## config.mk

```make
export PLATFORM = sky130hd
export DESIGN_NAME = mmu_ctrl_regfile
export DESIGN_NICKNAME = d
export VERILOG_FILES = /design/src/rtl/mrf_pkg.sv /design/src/rtl/mrf_decode.sv /design/src/rtl/mrf_bank.sv /design/src/rtl/mrf_strobe.sv /design/src/rtl/mmu_ctrl_regfile.sv
export SDC_FILE = /design/constraint.sdc
export NUM_CORES = 1
export LEC_CHECK = 0
export BUFFER_PORTS_ARGS = -buffer_cell sky130_fd_sc_hd__buf_2
export CAP_MARGIN = 10
export CORE_MARGIN = 3
export CORE_UTILIZATION = 60
export DETAILED_ROUTE_END_ITERATION = 16
export GPL_TIMING_DRIVEN = 0
export PLACE_DENSITY = 0.89
export SLEW_MARGIN = 30
export SYNTH_ARGS = -nofsm -noshare
export SYNTH_HDL_FRONTEND = slang
export SYNTH_HIERARCHICAL = 1
export SYNTH_SLANG_ARGS = --single-unit
```

## constraint.sdc

```tcl
create_clock -name clk -period 5 [get_ports clk]
set_clock_uncertainty 0.05 [all_clocks]
set_input_delay 0.5 -clock clk [delete_from_list [all_inputs] [get_ports clk]]
set_output_delay 0.5 -clock clk [all_outputs]
set_load 0.02 [all_outputs]
```

## src/rtl/mrf_pkg.sv

```systemverilog
// Shared constants for the MMU control register file: register indices,
// field positions and the per-register keep masks.
package mrf_pkg;
    localparam int DW        = 32;
    localparam int NREG      = 9;
    localparam int ASID_W    = 8;
    localparam int INVAL_BIT = 2;

    localparam int IDX_CTRL  = 0;
    localparam int IDX_PGHI  = 1;
    localparam int IDX_PGLO  = 2;
    localparam int IDX_PGAS  = 3;
    localparam int IDX_TBASE = 4;
    localparam int IDX_FADDR = 5;
    localparam int IDX_TRAP  = 6;
    localparam int IDX_EXEV  = 7;
    localparam int IDX_INEV  = 8;

    localparam logic [1:0] SZ_WORD = 2'b10;

    // Bits each register keeps on a write
    function automatic logic [DW-1:0] keep_mask(input int idx);
        logic [DW-1:0] m;
        case (idx)
            IDX_CTRL:                     m = ~(DW'(1) << INVAL_BIT);
            IDX_PGAS:                     m = DW'(32'h0000_000F);
            IDX_TRAP, IDX_EXEV, IDX_INEV: m = DW'(32'h0000_07FF);
            default:                      m = '1;
        endcase
        return m;
    endfunction
endpackage

```

## src/rtl/mrf_decode.sv

```systemverilog
// Address and size decode. Produces a one-hot register select for a good
// access and a flag for a bad one. Assumes byte offsets and word registers.
module mrf_decode #(
    parameter int ADDR_W = 8,
    parameter int NREG   = 9
) (
    input  logic              req_valid,
    input  logic [ADDR_W-1:0] req_addr,
    input  logic [1:0]        req_size,
    output logic [NREG-1:0]   sel_onehot,
    output logic              acc_bad
);
    import mrf_pkg::*;
    localparam int IW = ADDR_W - 2;

    logic [IW-1:0] word_idx;
    logic          acc_ok;

    assign word_idx = req_addr[ADDR_W-1:2];

    // A good access is word sized, aligned and lands on a mapped register
    always_comb begin
        acc_ok  = req_valid && (req_size == SZ_WORD) && (req_addr[1:0] == 2'b00)
                  && (word_idx < IW'(NREG));
        acc_bad = req_valid && !acc_ok;
    end

    for (genvar g = 0; g < NREG; g++) begin : g_sel
        assign sel_onehot[g] = acc_ok && (word_idx == IW'(g));
    end
endmodule

```

## src/rtl/mrf_bank.sv

```systemverilog
// Register storage. Each register applies its own keep mask when written.
// Assumes at most one write enable is high per cycle.
module mrf_bank #(
    parameter int NREG = 9,
    parameter int DW   = 32
) (
    input  logic                     clk,
    input  logic                     rst_n,
    input  logic [NREG-1:0]          wr_en,
    input  logic [DW-1:0]            wdata,
    output logic [NREG-1:0][DW-1:0]  regs_q
);
    import mrf_pkg::*;

    for (genvar g = 0; g < NREG; g++) begin : g_reg
        localparam logic [DW-1:0] KEEP = keep_mask(g);
        // Store the masked write value, zero on reset
        always_ff @(posedge clk) begin
            if (!rst_n)        regs_q[g] <= '0;
            else if (wr_en[g]) regs_q[g] <= wdata & KEEP;
        end
    end
endmodule

```

## src/rtl/mrf_strobe.sv

```systemverilog
// Strobe generator toward the translation buffer: invalidate-all on a
// control write carrying the invalidate bit, flush on an identifier change.
// Assumes cur_asid is the value held before the current write.
module mrf_strobe #(
    parameter int DW     = 32,
    parameter int ASID_W = 8,
    parameter int IBIT   = 2
) (
    input  logic              clk,
    input  logic              rst_n,
    input  logic              ctrl_wr,
    input  logic              pghi_wr,
    input  logic [DW-1:0]     wdata,
    input  logic [ASID_W-1:0] cur_asid,
    output logic              inval_pulse,
    output logic              flush_pulse
);
    // Register both strobes for one cycle after the triggering write
    always_ff @(posedge clk) begin
        if (!rst_n) begin
            inval_pulse <= 1'b0;
            flush_pulse <= 1'b0;
        end else begin
            inval_pulse <= ctrl_wr && wdata[IBIT];
            flush_pulse <= pghi_wr && (wdata[ASID_W-1:0] != cur_asid);
        end
    end

    // A flush implies the identifier it was compared against has changed
    p_flush_asid_change_r3: assert property (@(posedge clk) disable iff (!rst_n)
        flush_pulse |-> (cur_asid != $past(cur_asid)));

    // An invalidate strobe follows a control write
    p_inval_after_write_r1: assert property (@(posedge clk) disable iff (!rst_n)
        inval_pulse |-> $past(ctrl_wr));
endmodule

```

## src/rtl/mmu_ctrl_regfile.sv

```systemverilog
// MMU control register file top: decode, masked storage, strobes and a
// registered read path with a sticky error flag. Assumes one access per
// cycle and a synchronous active-low reset.
module mmu_ctrl_regfile #(
    parameter int ADDR_W = 8
) (
    input  logic              clk,
    input  logic              rst_n,
    input  logic              req_valid,
    input  logic              req_write,
    input  logic [ADDR_W-1:0] req_addr,
    input  logic [1:0]        req_size,
    input  logic [31:0]       req_wdata,
    output logic              rsp_valid,
    output logic [31:0]       rsp_rdata,
    output logic              err_flag,
    output logic              tlb_inval_pulse,
    output logic              tlb_flush_pulse
);
    import mrf_pkg::*;

    logic [NREG-1:0]         sel_onehot;
    logic                    acc_bad;
    logic [NREG-1:0]         wr_en;
    logic [NREG-1:0][DW-1:0] regs_q;
    logic [DW-1:0]           rd_mux;

    mrf_decode #(.ADDR_W(ADDR_W), .NREG(NREG)) dec_i (
        .req_valid (req_valid),
        .req_addr  (req_addr),
        .req_size  (req_size),
        .sel_onehot(sel_onehot),
        .acc_bad   (acc_bad)
    );

    assign wr_en = sel_onehot & {NREG{req_write}};

    mrf_bank #(.NREG(NREG), .DW(DW)) bank_i (
        .clk   (clk),
        .rst_n (rst_n),
        .wr_en (wr_en),
        .wdata (req_wdata),
        .regs_q(regs_q)
    );

    mrf_strobe #(.DW(DW), .ASID_W(ASID_W), .IBIT(INVAL_BIT)) strb_i (
        .clk        (clk),
        .rst_n      (rst_n),
        .ctrl_wr    (wr_en[IDX_CTRL]),
        .pghi_wr    (wr_en[IDX_PGHI]),
        .wdata      (req_wdata),
        .cur_asid   (regs_q[IDX_PGHI][ASID_W-1:0]),
        .inval_pulse(tlb_inval_pulse),
        .flush_pulse(tlb_flush_pulse)
    );

    // AND-OR read multiplexer; zero when nothing is selected
    always_comb begin
        rd_mux = '0;
        for (int i = 0; i < NREG; i++)
            if (sel_onehot[i]) rd_mux = rd_mux | regs_q[i];
    end

    // Registered read response and sticky error flag
    always_ff @(posedge clk) begin
        if (!rst_n) begin
            rsp_valid <= 1'b0;
            rsp_rdata <= '0;
            err_flag  <= 1'b0;
        end else begin
            rsp_valid <= req_valid && !req_write;
            rsp_rdata <= (req_valid && !req_write) ? rd_mux : '0;
            err_flag  <= err_flag || acc_bad;
        end
    end

    p_err_sticky_r8: assert property (@(posedge clk) disable iff (!rst_n)
        err_flag |=> err_flag);

    p_bad_read_zero_r8: assert property (@(posedge clk) disable iff (!rst_n)
        (rsp_valid && $past(acc_bad)) |-> (rsp_rdata == '0));

    p_rsp_follows_read_r7: assert property (@(posedge clk) disable iff (!rst_n)
        rsp_valid |-> $past(req_valid && !req_write));

    p_ctrl_inval_reads_zero_r2: assert property (@(posedge clk) disable iff (!rst_n)
        (rsp_valid && $past(sel_onehot[IDX_CTRL])) |-> !rsp_rdata[INVAL_BIT]);

    p_event_width_r5: assert property (@(posedge clk) disable iff (!rst_n)
        (rsp_valid && $past(sel_onehot[IDX_TRAP] || sel_onehot[IDX_EXEV]
                            || sel_onehot[IDX_INEV])) |-> (rsp_rdata[31:11] == '0));
endmodule

```

# Word level (Yosys, flattened, before mapping)
# Cells that the tools add are included.
# W data, S select, Z words.
[classes]
order_cmp = 1
n_eq_ne = 10
muxes = 9
bitwise_logic = 9
n_reduce_logical = 22
[ops]
columns = ["op", "count"]
rows = [
  ["$mux W32", 9],
  ["$or A32 B32 Y32", 4],
  ["$or A32 B11 Y32", 3],
  ["$or A32 B4 Y32", 1],
  ["$eq A6 B3 Y1 const B", 4],
  ["$logic_and A1 B1 Y1", 16],
  ["$eq A6 B2 Y1 const B", 2],
  ["$and A9 B9 Y9", 1],
  ["$ne A8 B8 Y1", 1],
  ["$eq A6 B1 Y1 const B", 1],
  ["$eq A6 B4 Y1 const B", 1],
  ["$logic_not A6 Y1", 1],
  ["$lt A6 B4 Y1 const B", 1],
  ["$eq A2 B2 Y1 const B", 1],
  ["$logic_not A1 Y1", 2],
  ["$logic_not A2 Y1", 1],
  ["$reduce_and A2 Y1", 1],
  ["$logic_or A1 B1 Y1", 1],
]
[totals]
ff_bits = 232
in_bits = 46
output_inout_bits = 36
elab_cells = 65

# Depth between registers and ports, before layout
[logic_depth]
word_depth = 22
depth_mapped = 10
depth_no_buf = 5

# Cells and area by module
# Netlist, hierarchy kept.
[by_module_without_submodules]
columns = ["module", "n_inst", "cells_per_inst", "area_per_inst_um2"]
rows = [
  ["mrf_bank", 1, 737, 8130.3],
  ["mmu_ctrl_regfile", 1, 244, 2506.2],
  ["mrf_decode", 1, 22, 151.4],
  ["mrf_strobe", 1, 15, 137.6],
]

# Least setup slack after synthesis
# OpenSTA, ideal clock, no wires.
[synth_timing]
path_type = "in2reg"
start = "input req_addr[0]"
end = "register bank_i/regs_q[224] in the netlist's numbering"
arrival_ns = 2.780
t_required_ns = 4.834
slack_ns = 2.054
path_stages = 9
path_cell_list = "or4b_1 > buf_6 > nor4_1 > buf_4 > buf_4 > and2_1 > buf_4 > mux2i_1 > nor2b_1"
[synth_via]
elab_chain_len = 5
[synth_rtl]
columns = ["item", "line_no", "text"]
rows = [
  ["from (decl)", "mmu_ctrl_regfile.sv:11", "input logic [ADDR_W-1:0] req_addr,"],
  ["$logic_not A2 Y1", "mrf_decode.sv:23", "acc_ok = req_valid && (req_size == SZ_WORD) && (req_addr[1:0] == 2'b00)"],
  ["$logic_and A1 B1 Y1", "mrf_decode.sv:23", ""],
  ["$logic_and A1 B1 Y1", "mrf_decode.sv:24", "&& (word_idx < IW'(NREG));"],
  ["$logic_and A1 B1 Y1", "mrf_decode.sv:29", "assign sel_onehot[g] = acc_ok && (word_idx == IW'(g));"],
  ["via sel_onehot[7]", "mmu_ctrl_regfile.sv:22", "logic [NREG-1:0] sel_onehot;"],
  ["$and A9 B9 Y9", "mmu_ctrl_regfile.sv:36", "assign wr_en = sel_onehot & {NREG{req_write}};"],
  ["via wr_en[7]", "mmu_ctrl_regfile.sv:24", "logic [NREG-1:0] wr_en;"],
  ["to (signal, indexed assignment)", "mrf_bank.sv:20", "else if (wr_en[g]) regs_q[g] <= wdata & KEEP;"],
  ["to (decl)", "mrf_bank.sv:11", "output logic [NREG-1:0][DW-1:0] regs_q"],
]
# The timed path passes the listed nets, and every way through them passes these cells.
# A chain may end at the register's enable or synchronous reset.

# Worst setup path in the final report
[layout_timing]
start = "input req_size[0]"
end = "register bank_i/regs_q[226] in the netlist's numbering"
[layout_via]
elab_chain_len = 6
[layout_rtl]
columns = ["item", "line_no", "text"]
rows = [
  ["from (decl)", "mmu_ctrl_regfile.sv:12", "input logic [1:0] req_size,"],
  ["$eq A2 B2 Y1", "mrf_decode.sv:23", ""],
  ["$logic_and A1 B1 Y1 (2 in series)", "mrf_decode.sv:23", ""],
  ["$logic_and A1 B1 Y1", "mrf_decode.sv:24", ""],
  ["$logic_and A1 B1 Y1", "mrf_decode.sv:29", ""],
  ["via sel_onehot[7]", "mmu_ctrl_regfile.sv:22", ""],
  ["$and A9 B9 Y9", "mmu_ctrl_regfile.sv:36", ""],
  ["via wr_en[7]", "mmu_ctrl_regfile.sv:24", ""],
]
# The timed path passes the listed nets, and every way through them passes these cells.

==> metrics.txt <==
first-pass GRT wire length 45.7 mm; GPL Wtd Cong 0.833; Crit Path Max Fanout 10; # DRC 0; WP data required 5350 ps; Post-CTS Resized 0; layout cell share with drive strength beyond 1 0.258; Synth cell types 34; Slew headroom 0.430; Pleak 4.68 nW; Final Cycle Share 0.598; status complete, no violations; Starting Density 0.623; Sum Neg Setup Slack 0 ps; crit start category input pin; CP Depth 10; largest net degree at the start of global routing 14; Synth area leader dfxtp_1; Worst-Margin Slew 855 ps; Synth area leaders dfxtp_1, mux2i_1, nor2b_1; clk_lat worst skew 520 ps; max_cap viols 0; # IOs 82; Yosys reg bits 232; most frequent cells in the layout dfxtp_1, mux2i_1, nor2b_1, buf_4, buf_2; Period minus WS final 2990 ps; nets@finish 1259; CTS clk-pin slew, worst paths 60 ps; core box area 17500 um2; H-tree levels 1; Pins Over Slew Limit 0; final hold violation count 0; CP Capture Point bank_i/regs_q[226]$_SDFFE_PN0P_; ant diodes 0; CTS Buf Count 24; crit-path cells buf_2, or3b_2, clkbuf_1, nor4_2, buf_4, buf_4, and2_1, buf_4, mux2i_1, nor2b_1; endpoints failing setup 0; type of the worst min-delay path in2reg; Routed Antenna Nets 0; Die Wd 141 um; warning count from the yosys run 6; number of global-route vias before repair 8498; R2R setup slack 3590 ps; syn_area_per_cell 10.7 um2; worst r2r dst rsp_rdata[30]$_SDFF_PN0_; Setup WS pre-CTS 1530 ps; R2R cell count 3; kind of cell adding the most delay to the critical path simple AND/OR/NAND/NOR gates; Max VDD drop 0.000304 V; Port Buffers 78; CTS hold repair buffers 0; drt wl/cell 20.1 um; Filler cells 1205; Max Root-Sink Buffers 3; setup bufs post-CTS 0; Synth Instances 1018; Netlist Area Pre-Place 10900 um2; slowest CP cell nor4_2; cell mode on critical path buf_4; Bufs and invs on worst path 5; Yosys top cell area share 0.425; # rows 48; Sink Count 232; hold_sp req_wdata[23]; GRT Total Usage 0.289; CP arrival 3340 ps; commonest non-fill, non-tap cell in the layout dfxtp_1; area grow syn2layout 17.3%; Die Ht 141 um; crit path kind in2reg; final wirelength 29.2 mm; r2r startpoint bank_i/regs_q[158]$_SDFFE_PN0P_; Starting DRT DRC Count 866; crit end category register; GRT overflow 0; Total Die Area 19900 um2; post-route setup slack 2010 ps; initial antenna violation count 0; CTS Root Cell clkbuf_16; Max Clk Rate 334 MHz; Pre-Repair DR Iteration Count 6; vias per cell 5.73; pwr dens 315 nW/um2; post-DP HPWL 18.6 mm; RSZ-0062 raised after global routing no; via count 8337; CTS tree built; final core utilization 0.731; CP startpoint req_size[0]; sequential fraction of the synthesis area 0.425; CP peak stage delay 690 ps
state kept, by name, summed over array words and instances (netlist names):
| name | cells |
|---|---|
| strb_i/flush_pulse | 1 |
| rsp_rdata | 32 |
| bank_i/regs_q | 196 |
| rsp_valid | 1 |
| err_flag | 1 |
| strb_i/inval_pulse | 1 |
metrics by stage:
stage / instance area (um2) / hold slack [ps] / instances / power, W
after floorplan: 11300 / 432 / 1109 / 0.00202
after global placement: 11900 / 386 / 1412 / 0.00208
after detailed placement: 11900 / 391 / 1412 / 0.00208
after CTS: 12800 / 253 / 1454 / 0.00403
after global routing: 12800 / 286 / 1454 / 0.00412
final: 12800 / 259 / 1454 / 0.00404
area by class of cell:
cell class	instances	area, um2	area share
flip-flops and latches	232	4640	0.362
inverters	1	3.75	0.000293
repair buffers	78	390	0.0305
clock inverters	7	160	0.0125
multi-input cells	688	5350	0.417
clock buffers	35	713	0.0556
plain buffers	188	1280	0.0999
well taps	225	282	0.0220
report_power, final:
| part | total, W | leakage, nW | switching [W] | internal, W |
|---|---|---|---|---|
| sequential | 0.00185 | 1.87 | 0.000000471 | 0.00185 |
| clock | 0.00199 | 0.428 | 0.000747 | 0.00124 |
| combinational | 0.000198 | 2.38 | 0.000101 | 0.0000971 |
cells in the mapped netlist, drive strengths merged:
| cell | instances |
|---|---|
| dfxtp | 232 |
| mux2i | 196 |
| nor2b | 196 |
| buf | 175 |
| a221oi | 32 |
| a222oi | 32 |
| a22o | 32 |
| a22oi | 32 |
| a31oi | 32 |
| clkbuf | 13 |
| nor4 | 10 |
| and2 | 9 |
| xor2 | 8 |
| nand2b | 3 |
| nand2 | 2 |
| o31a | 2 |
| or2 | 2 |
| or4b | 2 |
| a21oi | 1 |
| and3 | 1 |
| conb | 1 |
| inv | 1 |
| nand3b | 1 |
| nor3 | 1 |
| o21a | 1 |
| or3b | 1 |
layer usage:
layer	up-vias	GRT usage	wire length (um)
li1	3866	-	-
met1	4015	0.397	12600
met2	389	0.454	13400
met3	67	0.0543	2470
met4	0	0.109	751
met5	-	0	0
kinds of logic after synthesis:
logic type | count (synthesis) | synth area share
AO/OA/AOI/OAI | 164 | 0.140
multiplexers | 196 | 0.180
AND/OR/NAND/NOR | 228 | 0.131
buffers and inverters | 189 | 0.117
XOR/XNOR | 8 | 0.00641
flip-flops | 232 | 0.425
other | 1 | 0.000343
worst min-delay path by stage:
stage                                 endpoint  slack [ps]  cells after the start
6_report        bank_i/regs_q[87]$_SDFFE_PN0P_         260                      3
2_1_floorplan  bank_i/regs_q[128]$_SDFFE_PN0P_         430                      2
5_1_grt         bank_i/regs_q[17]$_SDFFE_PN0P_         290                      3
4_1_cts         bank_i/regs_q[87]$_SDFFE_PN0P_         250                      3
3_3_place_gp               err_flag$_SDFF_PN0_         390                      1
3_5_place_dp               err_flag$_SDFF_PN0_         390                      1
worst reg2reg max path: cells and delay by family (launching register included):
family             cells  cell delay [ps]
AOI/OAI and AO/OA      3              860
DFF                    1              330
Power figures use the tool's default switching activity.
